`src/rtl/sut_seq_pkg.sv`:
```
package sut_seq_pkg;

    typedef enum logic [2:0] {
        ST_HOLD    = 3'd0,
        ST_RSTCNT  = 3'd1,
        ST_MSCNT   = 3'd2,
        ST_RUN     = 3'd3,
        ST_SLEEP   = 3'd4,
        ST_WAKECNT = 3'd5
    } seq_state_e;

    typedef enum logic [1:0] {
        SUT_BOD  = 2'b00,
        SUT_FAST = 2'b01,
        SUT_SLOW = 2'b10,
        SUT_RSVD = 2'b11
    } sut_code_e;

endpackage

```
`src/rtl/tick_edge_sync.sv`:
```
module tick_edge_sync #(
    parameter int STAGES = 2
) (
    input  logic clk,
    input  logic arst_n,
    input  logic tick_async,
    output logic tick_rise
);
    localparam int SW = STAGES + 1;

    logic [SW-1:0] sh_d, sh_q;

    always_comb begin
        sh_d = {sh_q[SW-2:0], tick_async};
    end

    always_ff @(posedge clk or negedge arst_n) begin
        if (!arst_n) sh_q <= '0;
        else         sh_q <= sh_d;
    end

    // rising edge seen at the output of the synchronizer chain
    assign tick_rise = sh_q[SW-2] & ~sh_q[SW-1];

    p_single_pulse_r6: assert property (@(posedge clk) disable iff (!arst_n)
        tick_rise |=> !tick_rise);

endmodule

```
`src/rtl/sut_delay_select.sv`:
```
module sut_delay_select
    import sut_seq_pkg::*;
#(
    parameter int SHORT_TICKS = 512,
    parameter int LONG_TICKS  = 8192,
    parameter int TW          = 14
) (
    input  logic [1:0]    code,
    output logic          need_ms,
    output logic [TW-1:0] target
);
    always_comb begin
        unique case (sut_code_e'(code))
            SUT_BOD: begin
                need_ms = 1'b0;
                target  = '0;
            end
            SUT_FAST: begin
                need_ms = 1'b1;
                target  = TW'(SHORT_TICKS);
            end
            default: begin  // slow power and reserved share the longest wait
                need_ms = 1'b1;
                target  = TW'(LONG_TICKS);
            end
        endcase
    end
endmodule

```
`src/rtl/sut_startup_seq.sv`:
```
module sut_startup_seq
    import sut_seq_pkg::*;
#(
    parameter int RST_CYC     = 14,
    parameter int WAKE_CYC    = 6,
    parameter int SHORT_TICKS = 512,
    parameter int LONG_TICKS  = 8192,
    parameter int SYNC_STAGES = 2
) (
    input  logic       osc_clk,
    input  logic       arst_n,
    input  logic [1:0] sut_code,
    input  logic       rst_src,
    input  logic       sleep_req,
    input  logic       wake_req,
    input  logic       wdt_tick,
    output logic       clk_en,
    output logic       rst_rel
);
    localparam int CYC_MAX = (RST_CYC > WAKE_CYC) ? RST_CYC : WAKE_CYC;
    localparam int CW      = $clog2(CYC_MAX + 1);
    localparam int TW      = $clog2(LONG_TICKS + 1);

    typedef struct packed {
        seq_state_e    state;
        logic [CW-1:0] cyc;
        logic [TW-1:0] ticks;
        logic [1:0]    code;
        logic          en;
        logic          rel;
    } seq_regs_t;

    seq_regs_t r_d, r_q;
    logic          tick_rise;
    logic          need_ms;
    logic [TW-1:0] target;

    tick_edge_sync #(.STAGES(SYNC_STAGES)) u_sync (
        .clk        (osc_clk),
        .arst_n     (arst_n),
        .tick_async (wdt_tick),
        .tick_rise  (tick_rise)
    );

    sut_delay_select #(
        .SHORT_TICKS (SHORT_TICKS),
        .LONG_TICKS  (LONG_TICKS),
        .TW          (TW)
    ) u_sel (
        .code    (r_q.code),
        .need_ms (need_ms),
        .target  (target)
    );

    always_comb begin
        r_d = r_q;
        unique case (r_q.state)
            ST_HOLD: begin
                r_d.state = ST_RSTCNT;
                r_d.cyc   = '0;
                r_d.code  = sut_code;
            end
            ST_RSTCNT: begin
                if (r_q.cyc == CW'(RST_CYC - 1)) begin
                    r_d.cyc   = '0;
                    r_d.ticks = '0;
                    r_d.state = need_ms ? ST_MSCNT : ST_RUN;
                end else begin
                    r_d.cyc = r_q.cyc + CW'(1);
                end
            end
            ST_MSCNT: begin
                if (tick_rise) begin
                    if (r_q.ticks == target - TW'(1)) r_d.state = ST_RUN;
                    else                              r_d.ticks = r_q.ticks + TW'(1);
                end
            end
            ST_RUN: begin
                if (sleep_req) r_d.state = ST_SLEEP;
            end
            ST_SLEEP: begin
                if (wake_req) begin
                    r_d.state = ST_WAKECNT;
                    r_d.cyc   = '0;
                end
            end
            ST_WAKECNT: begin
                if (r_q.cyc == CW'(WAKE_CYC - 1)) r_d.state = ST_RUN;
                else                              r_d.cyc   = r_q.cyc + CW'(1);
            end
            default: r_d.state = ST_HOLD;
        endcase

        if (rst_src) begin
            r_d.state = ST_HOLD;
            r_d.cyc   = '0;
            r_d.ticks = '0;
        end

        r_d.en  = (r_d.state == ST_RUN);
        r_d.rel = (r_d.state == ST_RUN) || (r_d.state == ST_SLEEP) ||
                  (r_d.state == ST_WAKECNT);
    end

    always_ff @(posedge osc_clk or negedge arst_n) begin
        if (!arst_n) begin
            r_q.state <= ST_HOLD;
            r_q.cyc   <= '0;
            r_q.ticks <= '0;
            r_q.code  <= SUT_RSVD;
            r_q.en    <= 1'b0;
            r_q.rel   <= 1'b0;
        end else begin
            r_q <= r_d;
        end
    end

    assign clk_en  = r_q.en;
    assign rst_rel = r_q.rel;

    // Assertions
    p_src_holds_r1: assert property (@(posedge osc_clk) disable iff (!arst_n)
        rst_src |=> (!clk_en && !rst_rel));

    p_rel_drop_cause_r1: assert property (@(posedge osc_clk) disable iff (!arst_n)
        $fell(rst_rel) |-> $past(rst_src));

    p_rst_count_bound_r2: assert property (@(posedge osc_clk) disable iff (!arst_n)
        (r_q.state == ST_RSTCNT) |-> (r_q.cyc < CW'(RST_CYC)));

    p_ms_needs_code_r3: assert property (@(posedge osc_clk) disable iff (!arst_n)
        (r_q.state == ST_MSCNT) |-> (r_q.code != SUT_BOD));

    p_tick_bound_r4: assert property (@(posedge osc_clk) disable iff (!arst_n)
        r_q.ticks < TW'(LONG_TICKS));

    p_code_stable_r7: assert property (@(posedge osc_clk) disable iff (!arst_n)
        (r_q.state != ST_HOLD) |=> $stable(r_q.code) || $past(rst_src));

    p_enable_needs_release_r8: assert property (@(posedge osc_clk) disable iff (!arst_n)
        clk_en |-> rst_rel);

    p_sleep_gate_r8: assert property (@(posedge osc_clk) disable iff (!arst_n)
        (clk_en && sleep_req && !rst_src) |=> (!clk_en && rst_rel));

    p_wake_count_bound_r9: assert property (@(posedge osc_clk) disable iff (!arst_n)
        (r_q.state == ST_WAKECNT) |-> (r_q.cyc < CW'(WAKE_CYC)));

    p_run_ignores_wake_r10: assert property (@(posedge osc_clk) disable iff (!arst_n)
        (clk_en && !sleep_req && !rst_src) |=> clk_en);

endmodule

```
`config.mk`:
```
export PLATFORM = sky130hd
export DESIGN_NAME = sut_startup_seq
export DESIGN_NICKNAME = d
export VERILOG_FILES = /design/src/rtl/sut_seq_pkg.sv /design/src/rtl/tick_edge_sync.sv /design/src/rtl/sut_delay_select.sv /design/src/rtl/sut_startup_seq.sv
export SDC_FILE = /design/constraint.sdc
export NUM_CORES = 1
export LEC_CHECK = 0
export ABC_AREA = 1
export BUFFER_PORTS_ARGS = -buffer_cell sky130_fd_sc_hd__clkbuf_2
export CAP_MARGIN = 10
export CORE_ASPECT_RATIO = 0.5
export CORE_UTILIZATION = 26
export CTS_CLUSTER_SIZE = 25
export DETAILED_ROUTE_END_ITERATION = 12
export GPL_ROUTABILITY_DRIVEN = 1
export GPL_TIMING_DRIVEN = 0
export PLACE_DENSITY_LB_ADDON = 0.1
export SYNTH_ARGS = -nofsm -noshare
export SYNTH_HDL_FRONTEND = slang
export SYNTH_HIERARCHICAL = 1
export SYNTH_SLANG_ARGS = --single-unit
```
`constraint.sdc`:
```
create_clock -name osc_clk -period 2.95 [get_ports osc_clk]
set_input_delay 0 -clock osc_clk [delete_from_list [all_inputs] [get_ports osc_clk]]
set_output_delay 0 -clock osc_clk [all_outputs]
set_load 0.05 [all_outputs]
```
==> results.json, run 1 <==
{
  "crit_required_ps": 3110,
  "worst_skew_pair.late_latency_ps": 270,
  "clock-sinks": 28,
  "gr-total-overflow": 0,
  "internal_power_uw": 737.7,
  "max_freq_ghz": 0.4482,
  "grt_pass1_wl_microns": 9211,
  "drive_gt1_frac": 0.1325,
  "pwr-share-clk": 0.414,
  "clk_pin_slew_ps": 70,
  "synth-seq-cells": 28,
  "hold_viol_final": 0,
  "p_sw_frac": 0.2610,
  "yosysUniqueCellTypes": 34,
  "fillers": 969,
  "maxSlewViolCount": 0,
  "drt-total-wl_microns": 5500,
  "grtUsageMet3": 0.01535,
  "busiest_layer": "met2",
  "dr.first_iter.drc_count": 92,
  "critPathLaunchType": "flip-flop",
  "ys_seq_area_frac": 0.3051,
  "skew_ps": 4.117,
  "holdCritStartpoint": "sleep_req",
  "tightest_slew_ps": 740.2,
  "cts_buffers": 3,
  "wl_per_cell_microns": 11.07,
  "power_leakage_nw": 1.358,
  "final_nets": 398,
  "clockBufferDepth": 2,
  "status": "finished, final reports clean",
  "cts_tree": "built",
  "avgSynthCellArea_sq_um": 6.456,
  "dpl_cell_area_sq_um": 2531,
  "critical_path_class": "reg -> reg",
  "fin_area_sq_um": 2676,
  "io_pins": 10,
  "die_h_microns": 68.58,
  "grt.total_usage": 0.1290,
  "vias_per_cell": 4.340,
  "firstDrtPassIters": 4,
  "drv_cap": 0,
  "reg2reg_depth": 13,
  "antenna_found_initial": 0,
  "hold_buffers": 4,
  "grt_use_met2": 0.2288,
  "htreeDepth": 1,
  "ctsResizeCount": 0,
  "synth_area_sq_um": 2305,
  "post_cts.repair.setup_buffers": 0,
  "cp.arrival_ps": 2390,
  "fin_tns_setup_ps": 0,
  "dp_hpwl_microns": 4273,
  "ys_warn_count": 6,
  "final_cell_mix": "100 x nand2_1, 51 x nor2_1, 44 x inv_1",
  "cts_root_buf": "clkbuf_16",
  "die_area_sq_um": 9268,
  "postSynthCellCount": 357,
  "pwr-share-comb": 0.177,
  "endpoint_kind": "flip-flop",
  "vias": 2157,
  "initial_core_util": 0.2781,
  "io_buffers": 9,
  "min_path_type": "in -> reg",
  "crit_fanout": 10,
  "layout_min_cycle_time_ps": 2231,
  "placeableCoreArea_sq_um": 8288,
  "grt_max_degree": 29,
  "antenna_left": 0,
  "dieWidth_microns": 135.2,
  "cellPowerDensity_nw_per_um2": 373.0,
  "setup_viol": 0,
  "drc_errors": 0,
  "final_common_cell": "nand2_1",
  "hold_depth": 5,
  "grtUsageMet1": 0.1702,
  "globalplace.congestion": 0.8352,
  "rr_endpoint": "r_q[16]",
  "antennaDiodeCount": 0,
  "grt_pass1_vias": 1955,
  "peakVddDrop_mv": 0.1837,
  "seqPwrFrac": 0.408,
  "rsz0062_at_grt": "no",
  "area_growth_pct": 16.12,
  "power.switching_uw": 260.6,
  "timing.rr.start": "r_q[2]",
  "reg2reg_slack_ps": 720,
  "slew_headroom": 0.5066,
  "rows": 23,
  "min_to": "r_q[24]",
  "finalCritPeriodShare": 0.7563
}
cells in the mapped netlist, drive strengths merged:
| cell type | instances | area [sq um] |
|---|---|---|
| and3 | 1 | 6.260 |
| inv | 49 | 183.9 |
| nand4 | 4 | 25.02 |
| mux2 | 2 | 22.52 |
| nand3 | 27 | 140.1 |
| dfrtp | 26 | 650.6 |
| xor2 | 7 | 61.31 |
| and2 | 2 | 12.51 |
| clkbuf | 2 | 7.510 |
| nor4 | 5 | 31.28 |
| nand3b | 4 | 30.03 |
| or2 | 1 | 6.260 |
| a21oi | 8 | 40.04 |
| nor2 | 56 | 222.7 |
| ha | 4 | 50.05 |
| conb | 1 | 3.750 |
| o21ai | 10 | 50.05 |
| buf | 17 | 121.4 |
| nor3 | 13 | 76.33 |
| xnor2 | 6 | 52.55 |
| dfstp | 2 | 52.55 |
| o22a | 1 | 8.760 |
| nand2 | 104 | 410.4 |
| o211ai | 4 | 30.03 |
| a221oi | 1 | 8.760 |
sequential cells by signal, summed over array words and instances (netlist names):
name and flops:
r_q 23, u_sync/sh_q 3, clk_en 1, rst_rel 1
worst max-delay path by stage:
stage	start	to	slack (ps)	depth (start not counted)
detailed placement	r_q[2]	r_q[16]	710	13
finish	r_q[2]	r_q[16]	720	13
CTS	r_q[2]	r_q[16]	680	13
floorplan	r_q[2]	r_q[6]	1120	13
global route	r_q[2]	r_q[16]	470	13
global placement	r_q[2]	r_q[16]	700	13
worst max-delay path: stages, from the launching register on:
cell and delay (ps):
dfstp_2 530, inv_1 50, nor2_1 250, nor2_1 100, and2_1 180, nand3_1 90
nand4_1 130, nor2_2 150, nand3_2 120, nand2_2 100, nand2_4 80, buf_2 190
nand3_1 90, nand2_1 50
power groups by stage:
stage | clock network (mW) | registers, mW | logic (mW)
2_1_floorplan | 0 | 0.413 | 0.132
3_3_place_gp | 0 | 0.415 | 0.169
3_5_place_dp | 0 | 0.416 | 0.171
4_1_cts | 0.432 | 0.408 | 0.175
5_1_grt | 0.437 | 0.409 | 0.205
6_report | 0.414 | 0.408 | 0.177
layout make-up:
| class | instances | area [sq um] | share of cell area |
|---|---|---|---|
| multi-input combinational | 272 | 1330 | 0.4970 |
| sequential | 28 | 703.2 | 0.2627 |
| inverter | 49 | 183.9 | 0.06872 |
| tap | 112 | 140.1 | 0.05236 |
| buffer | 19 | 128.9 | 0.04815 |
| timing repair buffer | 13 | 85.08 | 0.03179 |
| clock buffer | 3 | 75.07 | 0.02805 |
| clock inverter | 1 | 30.03 | 0.01122 |
per-layer routing:
| layer | wire (microns) | part of all wire |
|---|---|---|
| met5 | 0 | 0 |
| met2 | 2455 | 0.45 |
| met3 | 117 | 0.021 |
| met1 | 2893 | 0.53 |
| met4 | 34 | 0.0062 |
stage by stage:
step	total power, mW	hold slack, ps	instances	setup WS, ps	utilization
floorplan	0.5445	-295.6	368	1116	-
global placement	0.5842	89.72	489	703.5	0.3054
detailed placement	0.5864	108.4	489	714.7	0.3054
CTS	1.016	134.5	497	682.9	0.3229
global route	1.051	179.6	497	466.6	0.3229
finish	0.9983	145.6	497	718.9	0.3229
cells by family after synthesis:
group                    Yosys count  share of synthesized area
AO/OA/AOI/OAI                     24                    0.05972
other                              1                   0.001627
XOR/XNOR                          13                    0.04940
adder cells (fa/ha/maj)            4                    0.02172
AND/OR/NAND/NOR                  217                     0.4169
buffers and inverters             68                     0.1357
flip-flops                        28                     0.3051
multiplexers                       2                   0.009771
Note: power is estimated with default switching activity, not from simulation.
==> run 2: changes to the inputs <==
ABC_AREA = 0   (was 1)
clock period = 2.3 ns   (was 2.95 ns; I/O delays follow)
==> results.json, run 2 <==
{
  "io_pins": 10,
  "drv_cap": 0,
  "clockBufferDepth": 2,
  "setup_ws_ps": -333.4,
  "endpoint_kind": "flip-flop",
  "area_growth_pct": 24.87,
  "rsz0062_at_grt": "yes",
  "min_path_type": "in -> reg",
  "drive_gt1_frac": 0.2393,
  "initial_core_util": 0.2791,
  "finalCritPeriodShare": 1.145,
  "status": "finished, violations left",
  "fin_tns_setup_ps": -4309,
  "worst_skew_pair.late_latency_ps": 260,
  "antennaDiodeCount": 0,
  "gr-total-overflow": 0,
  "yosys-top-cells-count": "26 x dfrtp_1, 17 x o21ai_0, 16 x nand2_1",
  "dieWidth_microns": 130.0,
  "largest_reg_flops": 23,
  "avgSynthCellArea_sq_um": 8.758,
  "ys_top_cells_by_area": "dfrtp_1 31%, xnor2_1 6.2%, buf_4 4.2%, o21ai_0 4.0%, a21oi_1 2.8%",
  "power_leakage_nw": 1.097,
  "grt.total_usage": 0.1317,
  "clock-sinks": 28,
  "tightest_slew_ps": 719.7,
  "crit_required_ps": 2490,
  "drt-total-wl_microns": 5001,
  "final_cell_mix": "25 x dfrtp_1, 18 x buf_4, 16 x nand2_1",
  "violations": "setup timing",
  "critPathLaunchType": "flip-flop",
  "crit_fanout": 8,
  "vias_per_cell": 4.585,
  "dr.first_iter.drc_count": 84,
  "yosysUniqueCellTypes": 55,
  "hold_viol_final": 0,
  "cp.arrival_ps": 2830,
  "cts_root_buf": "clkbuf_16",
  "async_flop_share": 1.000,
  "grt_max_degree": 29,
  "wl_per_cell_microns": 12.89,
  "vias": 1779,
  "postSynthCellCount": 243,
  "fillers": 787,
  "ys_warn_count": 6,
  "skew_ps": 5.021,
  "top_register": "r_q",
  "io_buffers": 9,
  "cellPowerDensity_nw_per_um2": 423.7,
  "final_common_cell": "dfrtp_1",
  "setup_viol": 17,
  "pwr-share-comb": 0.155,
  "synth_edf_count": 0,
  "critical_path_class": "reg -> reg",
  "layout_min_cycle_time_ps": 2633,
  "internal_power_uw": 852.2,
  "maxSlewViolCount": 0,
  "die_area_sq_um": 8573,
  "cts_tree": "built",
  "rows": 22,
  "htreeDepth": 1,
  "synth_area_sq_um": 2128,
  "drc_errors": 0,
  "firstDrtPassIters": 4,
  "final_core_util": 0.3485,
  "max_freq_ghz": 0.3797,
  "yosysTopAreaCellShare": 0.3057,
  "power.switching_uw": 273.9,
  "clk_pin_slew_ps": 70,
  "yosysTopAreaCell": "dfrtp_1",
  "synth-seq-cells": 28,
  "grt_pass1_wl_microns": 8742,
  "antenna_left": 0,
  "cts_buffers": 3,
  "power.total_mw": 1.126,
  "placeableCoreArea_sq_um": 7625,
  "dp_hpwl_microns": 3725,
  "peakVddDrop_mv": 0.3357,
  "die_h_microns": 65.98,
  "final_nets": 293,
  "seqPwrFrac": 0.453,
  "reg_top3": "r_q x23, u_sync/sh_q x3",
  "p_sw_frac": 0.2432,
  "slew_headroom": 0.5202,
  "ys_seq_area_frac": 0.3304,
  "yosys_most_used_dff": "dfrtp_1",
  "grt_pass1_vias": 1760,
  "synth_most_common_cell": "dfrtp_1",
  "pwr-share-clk": 0.391,
  "antenna_found_initial": 0,
  "globalplace.congestion": 0.7654
}
==> run 2: cell types whose count changed after synthesis, moves of 7 or more <==
cell,previous run,this run
xnor2_1,6,15
or3_1,0,8
nand3_1,26,7
inv_1,44,9
and3_1,1,8
nor2_1,51,15
o21ai_0,8,17
nand2_1,100,16
==> run 2: metal layers <==
| layer | track usage | vias to the layer above | part of all wire | routed length [microns] |
|---|---|---|---|---|
| li1 | - | 929 | - | - |
| met1 | 0.1824 | 822 | 0.52 | 2618 |
| met2 | 0.2206 | 24 | 0.45 | 2248 |
| met3 | 0.01537 | 4 | 0.019 | 96 |
| met4 | 0.02762 | 0 | 0.0074 | 37 |
| met5 | 0 | - | 0 | 0 |
==> run 2: final timing paths <==
check | from | endpoint | slack, ps | depth (start not counted)
setup reg to reg | r_q[3] | r_q[5] | -330 | 7
setup / recovery | r_q[3] | r_q[5] | -330 | 7
hold / removal | sleep_req | r_q[24] | 50 | 3
hold reg to reg | u_sync/sh_q[0] | u_sync/sh_q[1] | 360 | 0
max in group asynchronous | arst_n | r_q[10] | 1480 | 2
min in group asynchronous | arst_n | r_q[24] | 320 | 2
==> run 2: cell type report <==
class / instances / area [sq um] / share of cell area
plain buffers: 20 / 127.6 / 0.04802
clock buffers: 4 / 88.84 / 0.03343
inverters: 9 / 33.78 / 0.01271
multi-input cells: 197 / 1395 / 0.5250
flip-flops and latches: 28 / 704.4 / 0.2651
well taps: 108 / 135.1 / 0.05085
repair buffers: 22 / 172.7 / 0.06497
==> run 2: metrics by stage <==
step | hold WS, ps | cells | area, sq um | setup WS [ps]
after floorplan | -295.6 | 254 | 2178 | -247.6
after global placement | 95.62 | 371 | 2359 | -476.3
after detailed placement | 101.0 | 371 | 2359 | -494.2
after CTS | 43.15 | 387 | 2620 | -337.0
after global routing | 80.98 | 388 | 2658 | -431.9
final | 53.67 | 388 | 2658 | -333.4
==> run 2: repair_timing <==
action | CTS | global route
hold endpoints to repair | 29 | 0
gates resized for setup | 19 | 5
buffers inserted | 8 | 1
endpoints found under the setup margin | 17 | 17
hold buffers | 4 | 0
pin swaps | 11 | 12
==> run 2: cell families (layout without fill, tap and decap cells) <==
logic type	count (synthesis)	in the layout	share of synthesized area
AND/OR/NAND/NOR	101	101	0.2798
AO/OA/AOI/OAI	56	56	0.1881
buffers and inverters	29	55	0.07290
flip-flops	28	28	0.3304
XOR/XNOR	19	19	0.07819
multiplexers	5	5	0.02528
adder cells (fa/ha/maj)	4	4	0.02352
other	1	12	0.001762
==> run 2: power by group through the flow <==
stage	Sequential, mW	Combinational (mW)	Clock [mW]
4_1_cts	0.510	0.167	0.457
3_5_place_dp	0.520	0.146	0
5_1_grt	0.512	0.196	0.472
6_report	0.511	0.175	0.441
2_1_floorplan	0.518	0.115	0
3_3_place_gp	0.520	0.145	0
==> run 2: critical path: stages, from the launching register on <==
cell and delay (ps):
dfstp_2 560, nor2b_4 60, or3_4 330, or4_4 510
a22o_4 240, or4_4 500, o21ai_4 140, mux2i_1 210
==> run 3: changes to the inputs <==
PLACE_DENSITY_LB_ADDON = unset   (was 0.1)
SYNTH_HIERARCHICAL = unset   (was 1)
clock period = 3.02 ns   (was 2.3 ns; I/O delays follow)
==> results.json, run 3 <==
{
  "io_pins": 10,
  "final_nets": 196,
  "cts_root_buf": "clkbuf_16",
  "cts_tree": "built",
  "drt-total-wl_microns": 3263,
  "initial_core_util": 0.2783,
  "setup_ws_ps": 903.2,
  "gr-total-overflow": 0,
  "globalplace.congestion": 0.8382,
  "min_path_type": "in -> reg",
  "skew_ps": 1.949,
  "drc_errors": 0,
  "synth_edf_count": 0,
  "dp_hpwl_microns": 2342,
  "cpMaxStageDelayCell": "a311o_1",
  "slew_headroom": 0.5389,
  "top_register": "r_q",
  "synth_most_common_cell": "dfrtp_1",
  "tightest_slew_ps": 691.7,
  "yosys-top-cells-count": "26 x dfrtp_1, 21 x nand2_1, 10 x a21oi_1, 10 x o21ai_0, 8 x nand4_1",
  "cellPowerDensity_nw_per_um2": 449.2,
  "grt_max_degree": 29,
  "ys_top_cells_by_area": "dfrtp_1 42%, nand2_1 5.0%, dfstp_2 3.4%, a21oi_1 3.2%, nand4_1 3.2%",
  "critical_path_class": "reg -> reg",
  "grt_pass1_wl_microns": 5830,
  "antenna_found_initial": 0,
  "reg2reg_slack_ps": 900,
  "post_cts.repair.setup_buffers": 0,
  "layout_min_cycle_time_ps": 2117,
  "yosysTopAreaCellShare": 0.4150,
  "synth-seq-cells": 28,
  "cts_buffers": 3,
  "dr.first_iter.drc_count": 75,
  "syn-num-nets": 178,
  "hold_viol_final": 0,
  "avgSynthCellArea_sq_um": 9.388,
  "endpoint_kind": "flip-flop",
  "final_cell_mix": "26 x dfrtp_1, 21 x nand2_1, 10 x a21oi_1, 10 x o21ai_0, 9 x clkbuf_2",
  "final_common_cell": "dfrtp_1",
  "critPathMaxStageDelay_ps": 450,
  "setup_viol": 0,
  "clock-sinks": 28,
  "synth_area_sq_um": 1568,
  "area_growth_pct": 17.96,
  "ys_warn_count": 0,
  "crit_fanout": 9,
  "power.total_uw": 830.8,
  "placeableCoreArea_sq_um": 5634,
  "finalCritPeriodShare": 0.7009,
  "power_leakage_nw": 0.7909,
  "hold_buffers": 4,
  "rows": 19,
  "yosysUniqueCellTypes": 42,
  "io_buffers": 9,
  "grt_pass1_vias": 1247,
  "critPathLaunchType": "flip-flop",
  "vias": 1292,
  "rsz0062_at_grt": "no",
  "grt.total_usage": 0.1132,
  "crit_required_ps": 3210,
  "drv_cap": 0,
  "die_h_microns": 56.91,
  "postSynthCellCount": 167,
  "fillers": 575,
  "ys_seq_area_frac": 0.4485,
  "cp.arrival_ps": 2300,
  "worst_skew_pair.late_latency_ps": 260,
  "clk_pin_slew_ps": 70,
  "htreeDepth": 1,
  "status": "finished, final reports clean",
  "async_flop_share": 1.000,
  "firstDrtPassIters": 4,
  "max_freq_ghz": 0.4724,
  "peakVddDrop_mv": 0.2151,
  "yosys_most_used_dff": "dfrtp_1",
  "die_area_sq_um": 6363,
  "clockBufferDepth": 2,
  "whs_ps": 50.61,
  "reg_top3": "r_q x23, u_sync.sh_q x3",
  "fin_tns_setup_ps": 0,
  "antennaDiodeCount": 0,
  "largest_reg_flops": 23,
  "vias_per_cell": 5.027,
  "wl_per_cell_microns": 12.70,
  "place_ws_ps": 925.3,
  "dieWidth_microns": 111.8,
  "timing.critical_path.cells": "clkbuf_1, nor3b_2, nand4_1, a311o_1, or3_1, a21oi_1",
  "maxSlewViolCount": 0,
  "yosysTopAreaCell": "dfrtp_1",
  "ctsResizeCount": 0,
  "antenna_left": 0,
  "drive_gt1_frac": 0.1250
}
run 3: cell types whose count changed after synthesis, sizes merged, moves of 5 or more:
cell	before	now
or2	6	1
o22a	6	0
clkbuf	7	2
nor3	10	3
nor2	15	5
or3	10	4
buf	13	1
o21ai	18	11
nand4	3	8
inv	9	4
nand2	16	21
xnor2	15	0
run 3: power breakdown:
group / switching, mW / leakage (nW) / internal (mW)
logic: 0.0263 / 0.366 / 0.0210
registers: 0.00721 / 0.374 / 0.384
clock network: 0.128 / 0.0511 / 0.264
run 3: critical path: cells and delay by family, from the launching register on:
kind | cells | cell delay, ps
AO/OA/AOI/OAI | 2 | 600
AND/OR/NAND/NOR | 3 | 870
flip-flops | 1 | 360
buffers and inverters | 1 | 200
run 3: path summary, 6_finish.rpt:
kind	end	depth (start not counted)	startpoint
min in group asynchronous	r_q[11]	2	arst_n
max reg2reg	r_q[17]	6	r_q[24]
min	r_q[24]	2	rst_src
max	r_q[17]	6	r_q[24]
max in group asynchronous	r_q[14]	2	arst_n
min reg2reg	u_sync.sh_q[1]	0	u_sync.sh_q[0]
run 3: per-stage QoR:
stage | instance area (sq um) | util | std cells
after floorplan | 1568 | - | 167
after detailed placement | 1704 | 0.3025 | 249
after CTS | 1849 | 0.3282 | 257
after global placement | 1704 | 0.3025 | 249
after global routing | 1849 | 0.3282 | 257
final | 1849 | 0.3282 | 257
run 3: cell families (layout without fill, tap and decap cells):
group                    count (synthesis)  count (layout)  share of synthesized area
AND/OR/NAND/NOR                         78              78                     0.2777
AO/OA/AOI/OAI                           41              41                     0.1628
flip-flops                              28              28                     0.4485
multiplexers                             8               8                    0.05427
buffers and inverters                    7              24                    0.02155
adder cells (fa/ha/maj)                  3               3                    0.02395
XOR/XNOR                                 2               2                    0.01118
run 3: per-layer routing:
| metal | vias to the layer above | GRT usage | share of wire | routed length, microns |
|---|---|---|---|---|
| met1 | 614 | 0.1482 | 0.49 | 1609 |
| met5 | - | 0 | 0 | 0 |
| met3 | 2 | 0.03132 | 0.033 | 107 |
| met2 | 23 | 0.1908 | 0.47 | 1536 |
| met4 | 0 | 0.01931 | 0.0028 | 9 |
| li1 | 653 | - | - | - |
run 3: final cells by class:
cell class                 count  area [sq um]  area share
clock buffer                   3         75.07     0.04060
timing repair buffer          13         85.08     0.04601
buffer                         3         18.77     0.01015
sequential                    28         703.2      0.3802
inverter                       4         15.01    0.008119
clock inverter                 1         30.03     0.01624
multi-input combinational    132         830.8      0.4493
tap                           73         91.34     0.04939
